`config.mk`:
```
export PLATFORM = sky130hd
export DESIGN_NAME = spi_pot_cmd_decoder
export DESIGN_NICKNAME = d
export VERILOG_FILES = /design/src/rtl/pot_cmd_pkg.sv /design/src/rtl/spi_pin_sync.sv /design/src/rtl/spi_frame_ctrl.sv /design/src/rtl/spi_read_shift.sv /design/src/rtl/spi_pot_cmd_decoder.sv
export SDC_FILE = /design/constraint.sdc
export NUM_CORES = 1
export LEC_CHECK = 0
export CAP_MARGIN = 20
export CORE_MARGIN = 1
export CORE_UTILIZATION = 46
export CTS_CLUSTER_DIAMETER = 120
export CTS_CLUSTER_SIZE = 12
export DETAILED_ROUTE_END_ITERATION = 8
export GPL_TIMING_DRIVEN = 1
export HOLD_SLACK_MARGIN = 0.08
export PLACE_DENSITY = 0.81
export SLEW_MARGIN = 20
export SYNTH_ARGS = -nofsm -noshare
export SYNTH_HDL_FRONTEND = slang
export SYNTH_SLANG_ARGS = --single-unit
export TNS_END_PERCENT = 5
```
`constraint.sdc`:
```
create_clock -name clk -period 4.6 [get_ports clk]
set_input_delay 0.46 -clock clk [delete_from_list [all_inputs] [get_ports clk]]
set_output_delay 0.46 -clock clk [all_outputs]
set_load 0.05 [all_outputs]
```
`src/rtl/pot_cmd_pkg.sv`:
```
package pot_cmd_pkg;

  localparam logic [3:0] OP_RD_WCR  = 4'h8;
  localparam logic [3:0] OP_WR_WCR  = 4'hA;
  localparam logic [3:0] OP_RD_DR   = 4'hB;
  localparam logic [3:0] OP_WR_DR   = 4'hC;
  localparam logic [3:0] OP_LD_WCR  = 4'hD;
  localparam logic [3:0] OP_ST_DR   = 4'hE;
  localparam logic [3:0] OP_GLD_WCR = 4'h1;
  localparam logic [3:0] OP_GST_DR  = 4'h2;
  localparam logic [3:0] OP_RD_STAT = 4'h5;
  localparam logic [3:0] OP_STEP    = 4'h3;

  typedef enum logic [2:0] {
    ST_ID, ST_INS, ST_RD, ST_WR, ST_STEP, ST_DONE, ST_IGN
  } frame_st_t;

  typedef enum logic [2:0] {
    K_NONE, K_XFER, K_READ, K_WRITE, K_STEP
  } cmd_kind_t;

  function automatic cmd_kind_t op_kind(input logic [3:0] op);
    case (op)
      OP_RD_WCR, OP_RD_DR, OP_RD_STAT:              return K_READ;
      OP_WR_WCR, OP_WR_DR:                          return K_WRITE;
      OP_LD_WCR, OP_ST_DR, OP_GLD_WCR, OP_GST_DR:   return K_XFER;
      OP_STEP:                                      return K_STEP;
      default:                                      return K_NONE;
    endcase
  endfunction

  function automatic logic is_read_op(input logic [3:0] op);
    return (op == OP_RD_WCR) || (op == OP_RD_DR) || (op == OP_RD_STAT);
  endfunction

endpackage

```
`src/rtl/spi_pin_sync.sv`:
```
module spi_pin_sync #(
  parameter int STAGES = 2
) (
  input  logic clk,
  input  logic rst,
  input  logic sck,
  input  logic cs_n,
  input  logic si,
  output logic sck_rise,
  output logic sck_fall,
  output logic sel,
  output logic si_s
);
  localparam int LAST = STAGES - 1;

  logic [LAST:0] sck_pipe;
  logic [LAST:0] cs_pipe;
  logic [LAST:0] si_pipe;
  logic          sck_last;

  generate
    if (STAGES == 1) begin : g_single
      always_ff @(posedge clk) begin
        if (rst) begin
          sck_pipe <= '0;
          cs_pipe  <= '1;
          si_pipe  <= '0;
        end else begin
          sck_pipe <= sck;
          cs_pipe  <= cs_n;
          si_pipe  <= si;
        end
      end
    end else begin : g_chain
      always_ff @(posedge clk) begin
        if (rst) begin
          sck_pipe <= '0;
          cs_pipe  <= '1;
          si_pipe  <= '0;
        end else begin
          sck_pipe <= {sck_pipe[LAST-1:0], sck};
          cs_pipe  <= {cs_pipe[LAST-1:0], cs_n};
          si_pipe  <= {si_pipe[LAST-1:0], si};
        end
      end
    end
  endgenerate

  always_ff @(posedge clk) begin
    if (rst) sck_last <= 1'b0;
    else     sck_last <= sck_pipe[LAST];
  end

  assign sck_rise = sck_pipe[LAST] & ~sck_last;
  assign sck_fall = ~sck_pipe[LAST] & sck_last;
  assign sel      = ~cs_pipe[LAST];
  assign si_s     = si_pipe[LAST];

endmodule

```
`src/rtl/spi_frame_ctrl.sv`:
```
module spi_frame_ctrl
  import pot_cmd_pkg::*;
#(
  parameter int          DATA_W  = 8,
  parameter logic [3:0]  TYPE_ID = 4'b0101
) (
  input  logic              clk,
  input  logic              rst,
  input  logic              sel,
  input  logic              sck_rise,
  input  logic              si,
  input  logic [1:0]        addr_pins,
  output logic              cmd_stb,
  output logic [3:0]        cmd_op,
  output logic [1:0]        cmd_reg,
  output logic [1:0]        cmd_pot,
  output logic [DATA_W-1:0] cmd_data,
  output logic              step_stb,
  output logic              step_up,
  output logic              rd_active,
  output logic              rd_load
);
  localparam int HDR_W = 8;
  localparam int CNT_W = $clog2(DATA_W > HDR_W ? DATA_W : HDR_W);

  frame_st_t          st;
  cmd_kind_t          kind_q;
  logic [CNT_W-1:0]   bit_cnt;
  logic [DATA_W-1:0]  shreg;

  logic [HDR_W-1:0]   byte_now;
  logic [DATA_W-1:0]  data_now;
  logic               hdr_last;
  logic               data_last;
  logic               id_ok;
  cmd_kind_t          kind_now;

  assign byte_now  = {shreg[HDR_W-2:0], si};
  assign data_now  = {shreg[DATA_W-2:0], si};
  assign hdr_last  = (bit_cnt == CNT_W'(HDR_W - 1));
  assign data_last = (bit_cnt == CNT_W'(DATA_W - 1));
  assign id_ok     = (byte_now[7:4] == TYPE_ID) && (byte_now[3:2] == 2'b00)
                     && (byte_now[1:0] == addr_pins);
  assign kind_now  = op_kind(byte_now[7:4]);
  assign rd_active = (st == ST_RD);

  always_ff @(posedge clk) begin
    if (rst) begin
      st       <= ST_ID;
      kind_q   <= K_NONE;
      bit_cnt  <= '0;
      shreg    <= '0;
      cmd_stb  <= 1'b0;
      cmd_op   <= '0;
      cmd_reg  <= '0;
      cmd_pot  <= '0;
      cmd_data <= '0;
      step_stb <= 1'b0;
      step_up  <= 1'b0;
      rd_load  <= 1'b0;
    end else begin
      cmd_stb  <= 1'b0;
      step_stb <= 1'b0;
      rd_load  <= cmd_stb && (kind_q == K_READ);
      if (!sel) begin
        st      <= ST_ID;
        bit_cnt <= '0;
        shreg   <= '0;
      end else if (sck_rise) begin
        case (st)
          ST_ID: begin
            shreg   <= data_now;
            bit_cnt <= bit_cnt + 1'b1;
            if (hdr_last) begin
              bit_cnt <= '0;
              st      <= id_ok ? ST_INS : ST_IGN;
            end
          end
          ST_INS: begin
            shreg   <= data_now;
            bit_cnt <= bit_cnt + 1'b1;
            if (hdr_last) begin
              bit_cnt <= '0;
              kind_q  <= kind_now;
              if (kind_now != K_NONE) begin
                cmd_op  <= byte_now[7:4];
                cmd_reg <= byte_now[3:2];
                cmd_pot <= byte_now[1:0];
              end
              case (kind_now)
                K_XFER:  begin cmd_stb <= 1'b1; st <= ST_DONE; end
                K_READ:  begin cmd_stb <= 1'b1; st <= ST_RD;   end
                K_WRITE: st <= ST_WR;
                K_STEP:  st <= ST_STEP;
                default: st <= ST_IGN;
              endcase
            end
          end
          ST_WR: begin
            shreg   <= data_now;
            bit_cnt <= bit_cnt + 1'b1;
            if (data_last) begin
              cmd_data <= data_now;
              cmd_stb  <= 1'b1;
              st       <= ST_DONE;
            end
          end
          ST_RD: begin
            bit_cnt <= bit_cnt + 1'b1;
            if (data_last) st <= ST_DONE;
          end
          ST_STEP: begin
            step_stb <= 1'b1;
            step_up  <= si;
          end
          default: ;
        endcase
      end
    end
  end

endmodule

```
`src/rtl/spi_read_shift.sv`:
```
module spi_read_shift #(
  parameter int DATA_W = 8
) (
  input  logic              clk,
  input  logic              rst,
  input  logic              load,
  input  logic [DATA_W-1:0] load_data,
  input  logic              active,
  input  logic              sck_fall,
  output logic              so,
  output logic              so_oe
);
  logic [DATA_W-1:0] rd_buf;

  always_ff @(posedge clk) begin
    if (rst) begin
      rd_buf <= '0;
      so     <= 1'b0;
      so_oe  <= 1'b0;
    end else if (load) begin
      rd_buf <= load_data;
    end else if (!active) begin
      so     <= 1'b0;
      so_oe  <= 1'b0;
    end else if (sck_fall) begin
      so     <= rd_buf[DATA_W-1];
      so_oe  <= 1'b1;
      rd_buf <= {rd_buf[DATA_W-2:0], 1'b0};
    end
  end

endmodule

```
`src/rtl/spi_pot_cmd_decoder.sv`:
```
module spi_pot_cmd_decoder #(
  parameter int          SYNC_STAGES = 2,
  parameter int          DATA_W      = 8,
  parameter logic [3:0]  TYPE_ID     = 4'b0101
) (
  input  logic              clk,
  input  logic              rst,
  input  logic              sck,
  input  logic              cs_n,
  input  logic              si,
  input  logic [1:0]        addr_pins,
  input  logic [DATA_W-1:0] rd_data,
  output logic              so,
  output logic              so_oe,
  output logic              cmd_stb,
  output logic [3:0]        cmd_op,
  output logic [1:0]        cmd_reg,
  output logic [1:0]        cmd_pot,
  output logic [DATA_W-1:0] cmd_data,
  output logic              step_stb,
  output logic              step_up
);
  logic sck_rise_w;
  logic sck_fall_w;
  logic sel_w;
  logic si_w;
  logic rd_active_w;
  logic rd_load_w;

  spi_pin_sync #(.STAGES(SYNC_STAGES)) u_sync (
    .clk      (clk),
    .rst      (rst),
    .sck      (sck),
    .cs_n     (cs_n),
    .si       (si),
    .sck_rise (sck_rise_w),
    .sck_fall (sck_fall_w),
    .sel      (sel_w),
    .si_s     (si_w)
  );

  spi_frame_ctrl #(.DATA_W(DATA_W), .TYPE_ID(TYPE_ID)) u_frame (
    .clk       (clk),
    .rst       (rst),
    .sel       (sel_w),
    .sck_rise  (sck_rise_w),
    .si        (si_w),
    .addr_pins (addr_pins),
    .cmd_stb   (cmd_stb),
    .cmd_op    (cmd_op),
    .cmd_reg   (cmd_reg),
    .cmd_pot   (cmd_pot),
    .cmd_data  (cmd_data),
    .step_stb  (step_stb),
    .step_up   (step_up),
    .rd_active (rd_active_w),
    .rd_load   (rd_load_w)
  );

  spi_read_shift #(.DATA_W(DATA_W)) u_rdsh (
    .clk       (clk),
    .rst       (rst),
    .load      (rd_load_w),
    .load_data (rd_data),
    .active    (rd_active_w),
    .sck_fall  (sck_fall_w),
    .so        (so),
    .so_oe     (so_oe)
  );

endmodule

```
==> impl_metrics.tcl, run 1 <==
set metrics [dict create \
    async_flop_share_pct 0 \
    grt_overflow_total 0 \
    diodes 0 \
    placedCellCount 334 \
    gp_congestion 0.808 \
    hold_viol 0 \
    worstMarginPinSlew_ns 0.638 \
    viasPerCell 5.22 \
    finClkSkew_ns 0.00472 \
    ys_ff_latch 56 \
    synth_edf_count 0 \
    postLayoutCoreUtil_pct 58.1 \
    ant_nets 0 \
    synthFlopType "dfxtp_1" \
    rsz0062_at_grt "no" \
    routed-via-count 1785 \
    cp-end-kind "flip-flop" \
    crit_slowest_cell "o31a_1" \
    dieHeight_um 72.4 \
    max_cap_viol_count 0 \
    cp_common_cell "ha_1" \
    cts_tree "built" \
    cts.root.buffer_cell "clkbuf_8" \
    cts_resized 0 \
    post-route-min-period_ns 2.15 \
    cts.sinks 56 \
    num_rows 25 \
    syn_nets 259 \
    finalInstanceArea_um2 2760 \
    dieArea_um2 5240 \
    cp-start-kind "flip-flop" \
    io_pins 36 \
    area_growth_syn_to_layout_pct 21.2 \
    cts_hold_buffers 0 \
    cp.arrival_ns 2.34 \
    crit_fanout 8 \
    avgSynthCellArea_um2 9.46 \
    grt_pass1_vias 1606 \
    start_util_pct 47.9 \
    regArea_um2 1120 \
    fillers 423 \
    grt_use_total_pct 18.2 \
    p_leak_nw 1.02 \
    cts_buffers 5 \
    outcome "finished clean" \
    fmax_mhz 464 \
    finalPower_w 0.000786 \
    clk_pin_slew_ns 0.09 \
    multi_input_area_um2 1080 \
    top_regs "u_frame.cmd_data (8), u_rdsh.rd_buf (8), u_frame.shreg (7)" \
    timing.setup.tns_ns 0 \
    route.detailed.drc 0 \
    critPathKind "flip-flop to flip-flop" \
    fin_cells 342 \
    seq_area_frac_synth_pct 49.2 \
    path_cells "ha_1 > ha_1 > nand3b_1 > nor3_4 > o31a_1 > mux2i_1 > nor2_1" \
    yosysUniqueCellTypes 43 \
    slew_headroom_pct 57.3 \
    setup_viol 0 \
    grt_pass1_wl_mm 7.25 \
    ys.warnings.count 0 \
    worst_ep_required_time_ns 4.79 \
    p_per_area_nw_per_um2 285 \
    synth_area_um2 2280 \
    finalCritPeriodShare_pct 46.8 \
    numPortBuffers 35 \
    ir_worst_vdd_v 0.000117 \
    syn_inst 241 \
    fp.dieW_um 72.4 \
    firstDrtPassIters 4 \
    first_iter_violations 107 \
    clkLatencyLatePin_ns 0.31 \
    clock_path_buffers 2 \
    grt_max_degree 43 \
    slew_violations 0 \
    wirelength_mm 4.40 \
    worstHoldPathType "flip-flop to flip-flop" \
    placedInstanceArea_um2 2670 \
    dp_hpwl_mm 2.99 \
    core-area_um2 4750 \
    critPathMaxStageDelay_ns 0.53 \
    h-tree-depth 2 \
    cts_post_setup_buffers_inserted 0 \
    antenna_found_initial 0 \
    drive_above_1_share_pct 5.82 \
    layout.nets 292 \
    wire_per_inst_um 12.9 \
]
[cell type report]
cell class | count | area share (%)
repair buffers | 37 | 13.2
multi-input cells | 169 | 39.2
well taps | 67 | 3.03
flip-flops and latches | 56 | 40.6
inverters | 5 | 0.679
clock buffers | 8 | 3.26
[cell usage after synthesis, types with 3 or more instances]
library cell / instances / share of area, %
mux2i_1: 26 / 11
nor2b_1: 7 / 1.9
inv_1: 4 / 0.66
nand2_1: 16 / 2.6
nand3b_1: 3 / 0.99
clkbuf_1: 6 / 0.99
a311oi_1: 7 / 2.7
nand3_1: 10 / 2.2
nor2_1: 49 / 8.1
dfxtp_1: 56 / 49
ha_1: 3 / 1.6
nor3_1: 6 / 1.3
a21oi_1: 7 / 1.5
o21ai_1: 3 / 0.66
buf_2: 3 / 0.66
xnor2_1: 4 / 1.5
[through the flow]
stage / hold slack, ns / setup slack [ns]
final: 0.407 / 2.45
after global routing: 0.438 / 2.23
after detailed placement: 0.387 / 2.19
after global placement: 0.392 / 2.25
after CTS: 0.409 / 2.41
after floorplan: 0.383 / 2.80
[power breakdown]
part	switching, W	leakage (nW)	total (W)	internal [W]
combinational	0.0000122	0.520	0.0000283	0.0000161
clock	0.000146	0.0455	0.000269	0.000123
sequential	0.00000201	0.452	0.000489	0.000487
[kinds of logic (layout without fill, tap and decap cells)]
logic type,Yosys count,after routing,synth area share [%]
AO/OA/AOI/OAI,26,26,8.18
adder cells (fa/ha/maj),3,3,1.65
flip-flops,56,56,49.2
XOR/XNOR,4,4,1.54
buffers and inverters,16,50,3.29
AND/OR/NAND/NOR,107,107,23.2
multiplexers,29,29,13.0
[routing by layer]
| layer | vias to the layer above | track usage [%] | wire [um] |
|---|---|---|---|
| li1 | 902 | - | - |
| met1 | 848 | 23.5 | 2140 |
| met2 | 27 | 27.6 | 2060 |
| met3 | 8 | 5.56 | 111 |
| met4 | 0 | 8.93 | 86 |
| met5 | - | 0 | 0 |
[worst paths after layout]
kind / startpoint / end / slack (ns) / cells after the start
worst min register to register: u_sync.cs_pipe[0]$_SDFF_PP1_ / u_sync.cs_pipe[1]$_SDFF_PP1_ / 0.41 / 1
worst min-delay path: u_sync.cs_pipe[0]$_SDFF_PP1_ / u_sync.cs_pipe[1]$_SDFF_PP1_ / 0.41 / 1
worst max register to register: u_frame.bit_cnt[0]$_SDFFE_PP0P_ / u_frame.cmd_reg[1]$_SDFFE_PP0P_ / 2.45 / 7
worst max-delay path: u_frame.bit_cnt[0]$_SDFFE_PP0P_ / u_frame.cmd_reg[1]$_SDFFE_PP0P_ / 2.45 / 7
[layout by cell type, fill, tap and decap left out, types with 3 or more instances in the layout]
master            n
nand3b_1          3
ha_1              3
nand2_1          16
inv_1             4
dfxtp_1          56
xnor2_1           4
a311oi_1          7
nor2b_1           7
nor2_1           49
a21oi_1           7
clkbuf_8          6
clkdlybuf4s50_1  35
nor3_1            6
mux2i_1          26
o21ai_1           3
nand3_1          10
[worst max-delay path, delay by kind of cell, from the launching register on]
family	cells	cell delay, ns
AND/OR/NAND/NOR	3	0.49
adder cells (fa/ha/maj)	2	0.40
flip-flops	1	0.36
AO/OA/AOI/OAI	1	0.53
multiplexers	1	0.26
Note: power is estimated with default switching activity, not from simulation.
==> run 2, diff against run 1 <==
clock period = 2.05 ns   (was 4.6 ns; I/O delays follow)
==> impl_metrics.tcl, run 2 (synthesized netlist as in run 1, its figures left out) <==
set metrics [dict create \
    grt_pass1_vias 1657 \
    timing.setup.tns_ns 0 \
    reg2reg_depth 6 \
    layout.nets 301 \
    grt_overflow_total 0 \
    p_seq_share_pct 58.9 \
    worst_ep_required_time_ns 2.24 \
    clock_path_buffers 2 \
    final_common_cell "dfxtp_1" \
    clkLatencyLatePin_ns 0.31 \
    cts_post_setup_buffers_inserted 0 \
    reg2reg_from "u_frame.bit_cnt[0]$_SDFFE_PP0P_" \
    diodes 0 \
    critPathMaxStageDelay_ns 0.57 \
    hold_viol 0 \
    cts.sinks 56 \
    post-route-min-period_ns 1.88 \
    setup_viol 0 \
    worstHoldPathType "flip-flop to flip-flop" \
    worstMarginPinSlew_ns 0.503 \
    drive_above_1_share_pct 9.15 \
    whs_ns 0.421 \
    firstDrtPassIters 4 \
    gp_congestion 0.846 \
    dieArea_um2 5240 \
    grt_use_total_pct 18.1 \
    io_pins 36 \
    cp_top_family "simple AND/OR/NAND/NOR gates" \
    grt_pass1_wl_mm 7.38 \
    numPortBuffers 35 \
    antenna_found_initial 0 \
    dieHeight_um 72.4 \
    crit_cells 6 \
    ant_nets 0 \
    max_cap_viol_count 0 \
    outcome "finished clean" \
    setup.worst_path.start "u_frame.bit_cnt[0]$_SDFFE_PP0P_" \
    most-common-layout-cells "dfxtp_1 (56), nor2_1 (49), clkdlybuf4s50_1 (35), mux2i_1 (26), nand2_1 (16)" \
    hold_depth 1 \
    path_cells "ha_1 > ha_1 > nand3b_1 > or3_1 > mux2i_1 > nor2_1" \
    viasPerCell 5.19 \
    num_rows 25 \
    slew_violations 0 \
    p_leak_nw 1.07 \
    cp.arrival_ns 2.07 \
    crit_slowest_cell "or3_1" \
    cts_buffers 5 \
    slew_headroom_pct 66.3 \
    rsz0062_at_grt "no" \
    finalCritPeriodShare_pct 91.5 \
    cts.root.buffer_cell "clkbuf_8" \
    p_clk_share_pct 37.6 \
    pwr-share-comb_pct 3.5 \
    dp_hpwl_mm 3.25 \
    top_regs "u_frame.cmd_data (8), u_rdsh.rd_buf (8), u_frame.shreg (7)" \
    path_buf_inv 0 \
    cts_resized 0 \
    finClkSkew_ns 0.00879 \
    power_switching_w 0.000370 \
    route.detailed.drc 0 \
    finalPower_w 0.00186 \
    crit_fanout 8 \
    cp_common_cell "ha_1" \
    grt_max_degree 41 \
    worstReg2RegEnd "u_frame.cmd_data[6]$_SDFFE_PP0P_" \
    first_iter_violations 141 \
    postLayoutCoreUtil_pct 59.9 \
    p_per_area_nw_per_um2 654 \
    cp-end-kind "flip-flop" \
    cts_tree "built" \
    area_growth_syn_to_layout_pct 24.9 \
    cts_hold_buffers 0 \
    core-area_um2 4750 \
    routed-via-count 1822 \
    ir_worst_vdd_v 0.000261 \
    fmax_mhz 533 \
    wire_per_inst_um 12.8 \
    start_util_pct 47.9 \
    fp.dieW_um 72.4 \
    r2r_setup_slack_ns 0.17 \
    clk_pin_slew_ns 0.09 \
    crit_end "u_frame.cmd_data[6]$_SDFFE_PP0P_" \
    wirelength_mm 4.49 \
    h-tree-depth 2 \
    internal_power_w 0.00149 \
    sw_frac_of_total_pct 19.9 \
    cp-start-kind "flip-flop" \
    critPathKind "flip-flop to flip-flop" \
    fillers 442 \
]
## run 2: worst reg2reg max path, cell delays in order (launching register included)
cell and delay (ns):
dfxtp_1 0.36, ha_1 0.18, ha_1 0.19, nand3b_1 0.17, or3_1 0.57, mux2i_1 0.24
nor2_1 0.06
## run 2: layout make-up
class,count,area (um^2),area share [%]
Clock buffer,6,72.6,2.55
Timing Repair Buffer,46,433,15.2
Inverter,5,18.8,0.659
Tap cell,67,83.8,2.94
Sequential cell,56,1120,39.4
Clock inverter,2,35.0,1.23
Multi-Input combinational cell,169,1080,38.0
## run 2: worst min path at each step
stage                                 start  slack, ns                            to
5_1_grt                                cs_n       0.46  u_sync.cs_pipe[0]$_SDFF_PP1_
2_1_floorplan                          cs_n       0.30  u_sync.cs_pipe[0]$_SDFF_PP1_
3_3_place_gp   u_sync.cs_pipe[0]$_SDFF_PP1_       0.39  u_sync.cs_pipe[1]$_SDFF_PP1_
3_5_place_dp   u_sync.cs_pipe[0]$_SDFF_PP1_       0.40  u_sync.cs_pipe[1]$_SDFF_PP1_
6_report       u_sync.cs_pipe[0]$_SDFF_PP1_       0.42  u_sync.cs_pipe[1]$_SDFF_PP1_
4_1_cts        u_sync.cs_pipe[0]$_SDFF_PP1_       0.42  u_sync.cs_pipe[1]$_SDFF_PP1_
## run 2: power groups by stage
stage               logic [W]  registers, W  clock network, W
finish              0.0000661       0.00110          0.000700
global route        0.0000708       0.00110          0.000751
CTS                 0.0000662       0.00110          0.000715
detailed placement  0.0000661       0.00112                 0
global placement    0.0000651       0.00112                 0
floorplan           0.0000305       0.00112                 0
## run 2: layer usage
layer  routed length, um  track usage (%)  vias up
met5                   0                0        -
met4                  87             8.06        0
met3                 135             4.31       10
met2                2200             29.4       36
met1                2070             23.0      855
li1                    -                -      921
## run 2: through the flow
stage	worst slack [ns]	cell area, um^2	std cells
after detailed placement	0.117	2740	343
final	0.174	2850	351
after global routing	0.0328	2850	351
after CTS	0.154	2850	351
after floorplan	0.251	2280	241
after global placement	0.168	2740	343
